<file path="src/rtl/pbus_clkdiv_pkg.sv">
package pbus_clkdiv_pkg;

  // Strobes from control to datapath
  typedef struct packed {
    logic cntAdv;   // step the phase counter
    logic cntWrap;  // return the phase counter to zero
    logic selLoad;  // take a new ratio select
  } divStrobe_t;

endpackage

</file>
<file path="src/rtl/pbus_clkdiv_dp.sv">
module pbus_clkdiv_dp
  import pbus_clkdiv_pkg::*;
#(
  parameter int SEL_W = 2
) (
  input  logic             clk,
  input  logic             rstN,
  input  logic [SEL_W-1:0] divSel,
  input  divStrobe_t       strb,
  output logic             termHit
);

  localparam int NUM_SEL = 2 ** SEL_W;
  localparam int CNT_W   = (NUM_SEL > 1) ? NUM_SEL - 1 : 1;

  logic [CNT_W-1:0] cnt;
  logic [SEL_W-1:0] actSel;
  logic [CNT_W-1:0] limTab [NUM_SEL];

  // Terminal count for each ratio: 2**g - 1
  for (genvar g = 0; g < NUM_SEL; g++) begin : gLim
    assign limTab[g] = CNT_W'((1 << g) - 1);
  end

  assign termHit = (cnt == limTab[actSel]);

  always_ff @(posedge clk or negedge rstN) begin
    if (!rstN) begin
      cnt    <= '0;
      actSel <= '0;
    end else begin
      if (strb.cntWrap)     cnt <= '0;
      else if (strb.cntAdv) cnt <= cnt + 1'b1;
      if (strb.selLoad)     actSel <= divSel;
    end
  end


  cnt_bound_chk: assert property (@(posedge clk) disable iff (!rstN)
    cnt <= limTab[actSel]);


  sel_hold_chk: assert property (@(posedge clk) disable iff (!rstN)
    !strb.selLoad |=> $stable(actSel));


  wrap_zero_chk: assert property (@(posedge clk) disable iff (!rstN)
    strb.cntWrap |=> (cnt == '0));

endmodule

</file>
<file path="src/rtl/pbus_clkdiv_ctrl.sv">
module pbus_clkdiv_ctrl
  import pbus_clkdiv_pkg::*;
(
  input  logic       clk,
  input  logic       rstN,
  input  logic       termHit,
  input  logic       rdReq,
  output divStrobe_t strb,
  output logic       pbClkEn,
  output logic       rdReady
);

  logic pending;

  always_comb begin
    strb.cntWrap = termHit;
    strb.cntAdv  = !termHit;
    strb.selLoad = termHit;
  end

  assign pbClkEn = termHit;
  assign rdReady = termHit && (rdReq || pending);

  always_ff @(posedge clk or negedge rstN) begin
    if (!rstN)                 pending <= 1'b0;
    else if (rdReady)          pending <= 1'b0;
    else if (rdReq)            pending <= 1'b1;
  end


  rdy_en_chk: assert property (@(posedge clk) disable iff (!rstN)
    rdReady |-> pbClkEn);


  pend_hold_chk: assert property (@(posedge clk) disable iff (!rstN)
    (pending && !termHit) |=> pending);


  pend_clr_chk: assert property (@(posedge clk) disable iff (!rstN)
    rdReady |=> !pending);

endmodule

</file>
<file path="src/rtl/pbus_clkdiv.sv">
module pbus_clkdiv
  import pbus_clkdiv_pkg::*;
#(
  parameter int SEL_W = 2
) (
  input  logic             clk,
  input  logic             rstN,
  input  logic [SEL_W-1:0] divSel,
  input  logic             rdReq,
  output logic             pbClkEn,
  output logic             rdReady
);

  divStrobe_t strb;
  logic       termHit;

  pbus_clkdiv_dp #(.SEL_W(SEL_W)) dp_i (
    .clk     (clk),
    .rstN    (rstN),
    .divSel  (divSel),
    .strb    (strb),
    .termHit (termHit)
  );

  pbus_clkdiv_ctrl ctrl_i (
    .clk     (clk),
    .rstN    (rstN),
    .termHit (termHit),
    .rdReq   (rdReq),
    .strb    (strb),
    .pbClkEn (pbClkEn),
    .rdReady (rdReady)
  );

endmodule

</file>
<file path="config.mk">
export PLATFORM = sky130hd
export DESIGN_NAME = pbus_clkdiv
export DESIGN_NICKNAME = d
export VERILOG_FILES = /design/src/rtl/pbus_clkdiv_pkg.sv /design/src/rtl/pbus_clkdiv_dp.sv /design/src/rtl/pbus_clkdiv_ctrl.sv /design/src/rtl/pbus_clkdiv.sv
export SDC_FILE = /design/constraint.sdc
export NUM_CORES = 1
export LEC_CHECK = 0
export BUFFER_PORTS_ARGS = -buffer_cell sky130_fd_sc_hd__buf_2
export CORE_MARGIN = 4
export CORE_UTILIZATION = 30
export CTS_BUF_LIST = sky130_fd_sc_hd__clkbuf_16
export DETAILED_ROUTE_END_ITERATION = 8
export GPL_ROUTABILITY_DRIVEN = 0
export GPL_TIMING_DRIVEN = 0
export SKIP_LAST_GASP = 1
export SLEW_MARGIN = 40
export SYNTH_ARGS = -nofsm -noshare
export SYNTH_HDL_FRONTEND = slang
export SYNTH_SLANG_ARGS = --single-unit
</file>
<file path="constraint.sdc">
create_clock -name clk -period 1.9 [get_ports clk]
set_input_delay 0.38 -clock clk [delete_from_list [all_inputs] [get_ports clk]]
set_output_delay 0.38 -clock clk [all_outputs]
set_load 0.05 [all_outputs]
</file>
==> metrics.yaml, run 1 <==
synth_xor_area_share_pct: 4.29
fp.dieH_microns: 44.9
fmax_mhz: 504
tritoncts: "yes"
path_max_fanout: 3
synthMostInstantiatedCell: "dfrtp_1"
rsz0062_at_grt: "true"
start_kind: "flop"
io_pins: 7
cts_buffer_depth: 2
rows: 13
syn_to_final_growth_pct: 47.2
layout.nets: 64
tightest_slew_ns: 0.240
synth_compound_area_share_pct: 24.5
path_clk_slew_ns: 0.03
slew_viol_final: 0
synthMuxAreaShare_pct: 0
first_pass_iters: 2
wl_microns: 864
synth_ff_type: "dfrtp_1"
synth-adder-area-share_pct: 3.07
layout_setup_ws_ns: -0.0823
holdPathEnd: "dp_i.actSel[0]"
fillers: 116
synth_seq_area_share_pct: 36.8
antenna_found_initial: 0
synth_fp_nets: 49
clock-sinks: 6
dp.cells: 64
yosys.area.top_type: "dfrtp_1"
reg2reg_depth: 5
grt_pass1_wl_microns: 1470
whs_ns: 0.457
relSlewSlack_pct: 84.0
synthTopCellsByCount: "dfrtp_1 (6), a21oi_1 (4), a211oi_1 (3), o21ai_0 (3)"
end_kind: "primary output"
coreArea_sq_um: 1280
rr_startpoint: "dp_i.cnt[2]"
crit_type: "flop to primary output"
insertion_delay_ns: 0.23
post_drt_wl_per_cell_microns: 12.2
synthTopCellsByArea: "dfrtp_1 (37%), a211oi_1 (5.5%), a21oi_1 (4.9%)"
yosysTopAreaCellShare_pct: 36.8
p_leak_nw: 0.266
fin_crit_sh_pct: 104
r2r_slack_ns: 0.41
cts_buffers: 3
required_ns: 1.52
max-cap-violations: 0
cts_max_level: 1
final_layout_size_suffix_gt1_share_pct: 48.2
synth-simple-area-share_pct: 23.9
fin_crit_ns: 1.98
via_count: 368
async_flop_share_pct: 100
drt_first_iter_violations: 1
fp.dieArea_sq_um: 2010
outcome: "complete, but fails checks"
min_path_cells: 3
hold_viol: 0
synth-seq-cells: 6
violations: "negative setup slack"
yosys_warnings: 0
drc_errors: 0
finalSetupViolCount: 2
start_util_pct: 31.7
hp-start: "divSel[0]"
vdd_drop_max_mv: 1.23
syn_area_per_cell_sq_um: 9.49
ys_types: 24
power.density_nw_per_um2: 2170
cts-root-buf: "clkbuf_16"
grt_pass1_vias: 351
cp.arrival_ns: 1.60
synth_edf_count: 0
grt_max_degree: 11
synth_top_family_by_area: "compound AO/OA/AOI/OAI gates"
skew_ns: 0.00168
grt_usage_pct: 10.8
grt_overflow_total: 0
die_x_microns: 44.9
portBuffers: 6
routed_via_density: 5.18
min_path_type: "input pin to flop"
netlist_instances: 43
syn_area_sq_um: 408
timing.rr.end: "dp_i.actSel[1]"
drtAntennaViolNets: 0
fin_cells: 71
diodes: 0
==> state kept, by name (all words and copies together), names as in the netlist <==
name	cells
dp_i.cnt	3
dp_i.actSel	2
ctrl_i.pending	1
==> layer usage <==
| metal | routed length [microns] | track usage, % | vias up | part of all wire [%] |
|---|---|---|---|---|
| met5 | 0 | 0 | - | 0 |
| met4 | 22 | 7.02 | 0 | 2.5 |
| met3 | 54 | 7.57 | 5 | 6.3 |
| met2 | 411 | 15.2 | 6 | 48 |
| met1 | 376 | 11.6 | 173 | 44 |
| li1 | - | - | 184 | - |
==> how the worst max path moves through the flow <==
stage / start / to / slack, ns
final: dp_i.cnt[1] / rdReady / -0.08
after global routing: dp_i.cnt[2] / rdReady / -0.13
after CTS: dp_i.cnt[1] / rdReady / -0.07
after detailed placement: dp_i.actSel[1] / rdReady / -0.04
after global placement: dp_i.actSel[1] / rdReady / -0.03
after floorplan: dp_i.actSel[1] / pbClkEn / 0.01
==> worst max-delay path: stages (launching register included) <==
cell     delay (ns)
dfrtp_2        0.39
or4_4          0.58
nor3_2         0.13
a21o_2         0.13
buf_8          0.14
==> area by class of cell <==
cell class,instances,area [sq um],area share (%)
repair buffers,12,93.8,15.6
inverters,1,3.75,0.625
multi-input cells,32,239,39.8
well taps,15,18.8,3.13
clock buffers,3,75.1,12.5
plain buffers,2,16.3,2.71
flip-flops and latches,6,154,25.6
==> placed cells by master, fill, tap and decap left out, types with 2 or more instances in the layout <==
master,n
a211oi_1,3
dfrtp_2,3
o21ai_0,3
buf_6,2
a21oi_1,4
buf_2,5
clkbuf_16,3
buf_4,5
nor2b_1,2
nand4b_1,2
dfrtp_1,3
nor3_2,2
nor2_1,2
xnor2_1,2
==> logic make-up (layout without fill, tap and decap cells) <==
logic type / count (synthesis) / in the layout
AOI/OAI and AO/OA: 15 / 15
and+or+nand+nor: 14 / 14
adders and majority gates: 1 / 1
buffers and inverters: 5 / 18
xor gates and xnor gates: 2 / 2
DFF: 6 / 6
==> per-stage QoR <==
| step | setup WS (ns) | util [%] | TNS, ns | power, mW | cell area, sq um |
|---|---|---|---|---|---|
| CTS | -0.0685 | 46.3 | -0.124 | 1.30 | 596 |
| finish | -0.0823 | 46.7 | -0.148 | 1.30 | 601 |
| global placement | -0.0313 | 35.6 | -0.0456 | 0.817 | 458 |
| global route | -0.130 | 46.7 | -0.256 | 1.39 | 601 |
| detailed placement | -0.0443 | 35.6 | -0.0512 | 0.824 | 458 |
| floorplan | 0.0100 | - | 0 | 0.720 | 409 |
==> where the power goes <==
part	switching (mW)	internal [mW]	total, mW
Clock	0.0706	0.270	0.341
Sequential	0.0563	0.197	0.253
Combinational	0.376	0.333	0.708
Total	0.503	0.799	1.30
==> timing repair <==
item / CTS / global route
hold buffers: 1 / 0
setup endpoints to repair: 2 / 2
hold endpoints to repair: 6 / 0
pin swaps: 3 / 0
setup buffers: 5 / 0
gates resized for setup: 9 / 1
Power figures use the tool's default switching activity.
==> run 2: changes to the inputs <==
--- a/config.mk
+++ b/config.mk
@@ -8,7 +8,6 @@
 export BUFFER_PORTS_ARGS = -buffer_cell sky130_fd_sc_hd__buf_2
 export CORE_MARGIN = 4
 export CORE_UTILIZATION = 30
-export CTS_BUF_LIST = sky130_fd_sc_hd__clkbuf_16
 export DETAILED_ROUTE_END_ITERATION = 8
 export GPL_ROUTABILITY_DRIVEN = 0
 export GPL_TIMING_DRIVEN = 0
==> metrics.yaml, run 2 (same netlist as run 1, synthesis figures left out) <==
outcome: "complete, but fails checks"
violations: "negative setup slack"
cts-root-buf: "clkbuf_4"
post_drt_wl_per_cell_microns: 11.7
fin_crit_sh_pct: 105
fillers: 125
cts_buffer_depth: 2
largest_register: "dp_i.cnt"
fp.dieH_microns: 44.9
crit_cells: 4
relSlewSlack_pct: 84.6
p_leak_nw: 0.253
syn_to_final_growth_pct: 38.0
drt_first_iter_violations: 0
max-cap-violations: 0
r2r_slack_ns: 0.42
max_stage_delay_ns: 0.57
die_x_microns: 44.9
layout_setup_ws_ns: -0.0890
fin_area_sq_um: 563
first_pass_iters: 1
finalSetupViolCount: 2
fp.dieArea_sq_um: 2010
dp.cells: 64
skew_ns: 0.00284
insertion_delay_ns: 0.24
wl_microns: 855
power.density_nw_per_um2: 1960
fin_crit_ns: 1.99
fin_cells: 73
setup-tns-final_ns: -0.159
drc_errors: 0
layout.nets: 66
grt_usage_pct: 10.2
crit_type: "flop to primary output"
start_util_pct: 31.7
crit_chain: "or4_4 > nor3_2 > a21o_2 > buf_8"
holdPathEnd: "dp_i.actSel[0]"
cpMaxStageDelayCell: "or4_4"
diodes: 0
tritoncts: "yes"
routed_via_density: 5.04
grt_pass1_wl_microns: 1440
pre_cts_ws_ns: -0.0443
path_clk_slew_ns: 0.04
layout_commonest_cell: "buf_4"
hp-start: "divSel[0]"
tightest_slew_ns: 0.230
worst_path_dominant_cell_family: "simple AND/OR/NAND/NOR gates"
drtAntennaViolNets: 0
io_pins: 7
largest_reg_flops: 3
coreArea_sq_um: 1280
grt_overflow_total: 0
final_layout_size_suffix_gt1_share_pct: 50.0
hold_viol: 0
timing.rr.end: "dp_i.actSel[1]"
seqCellArea_sq_um: 154
cp.arrival_ns: 1.61
min_path_cells: 3
fin_util_pct: 43.8
antenna_found_initial: 0
cts_max_level: 1
via_count: 368
path_max_fanout: 3
slew_viol_final: 0
fmax_mhz: 503
end_kind: "primary output"
rsz0062_at_grt: "true"
grt_max_degree: 11
final_cell_mix: "buf_4 (7), buf_2 (5), a21oi_1 (4)"
crit_buf_inv: 1
cts_buffers: 3
rr_startpoint: "dp_i.cnt[2]"
portBuffers: 6
min_path_type: "input pin to flop"
clock-sinks: 6
vdd_drop_max_mv: 1.01
reg2reg_depth: 5
grt_pass1_vias: 355
largestRegisters: "dp_i.cnt (3), dp_i.actSel (2), ctrl_i.pending (1)"
start_kind: "flop"
placed_cell_area_sq_um: 458
required_ns: 1.52
rows: 13
multi_input_area_sq_um: 239
## run 2: area by class of cell
class / instances / share of cell area (%)
multi-input cells: 32 / 42.4
repair buffers: 14 / 19.3
plain buffers: 2 / 2.89
clock buffers: 3 / 4.00
inverters: 1 / 0.667
flip-flops and latches: 6 / 27.3
well taps: 15 / 3.33
## run 2: what timing repair did
item	4_1_cts	5_1_grt
pin swaps	3	0
hold buffers	1	0
hold endpoints to repair	6	0
gates resized for setup	9	1
endpoints found under the setup margin	2	2
setup buffers	5	2
## run 2: worst min-delay path, delay by kind of cell
| family | cells | cell delay (ns) |
|---|---|---|
| buffers and inverters | 1 | 0.11 |
| AOI/OAI and AO/OA | 2 | 0.14 |
## run 2: where the power goes
part | internal, mW | total [mW] | switching [mW]
Sequential | 0.196 | 0.246 | 0.0497
Clock | 0.0714 | 0.116 | 0.0449
Combinational | 0.355 | 0.744 | 0.389
## run 2: how the worst max path moves through the flow
stage	slack [ns]	endpoint	start
floorplan	0.01	pbClkEn	dp_i.actSel[1]
global placement	-0.03	rdReady	dp_i.actSel[1]
detailed placement	-0.04	rdReady	dp_i.actSel[1]
CTS	-0.09	rdReady	dp_i.cnt[1]
global route	-0.15	rdReady	dp_i.cnt[1]
finish	-0.09	rdReady	dp_i.cnt[1]
## run 2: routing by layer
metal | up-vias | global-route usage [%] | wire length (microns)
met1 | 170 | 10.6 | 388
met2 | 6 | 16.0 | 404
li1 | 188 | - | -
met3 | 4 | 6.37 | 48
met5 | - | 0 | 0
met4 | 0 | 5.26 | 14
## run 2: through the flow
| step | power [mW] | hold WS (ns) |
|---|---|---|
| after floorplan | 0.720 | 0.0844 |
| after global placement | 0.817 | 0.210 |
| after detailed placement | 0.824 | 0.210 |
| after CTS | 1.07 | 0.429 |
| after global routing | 1.20 | 0.454 |
| final | 1.11 | 0.442 |
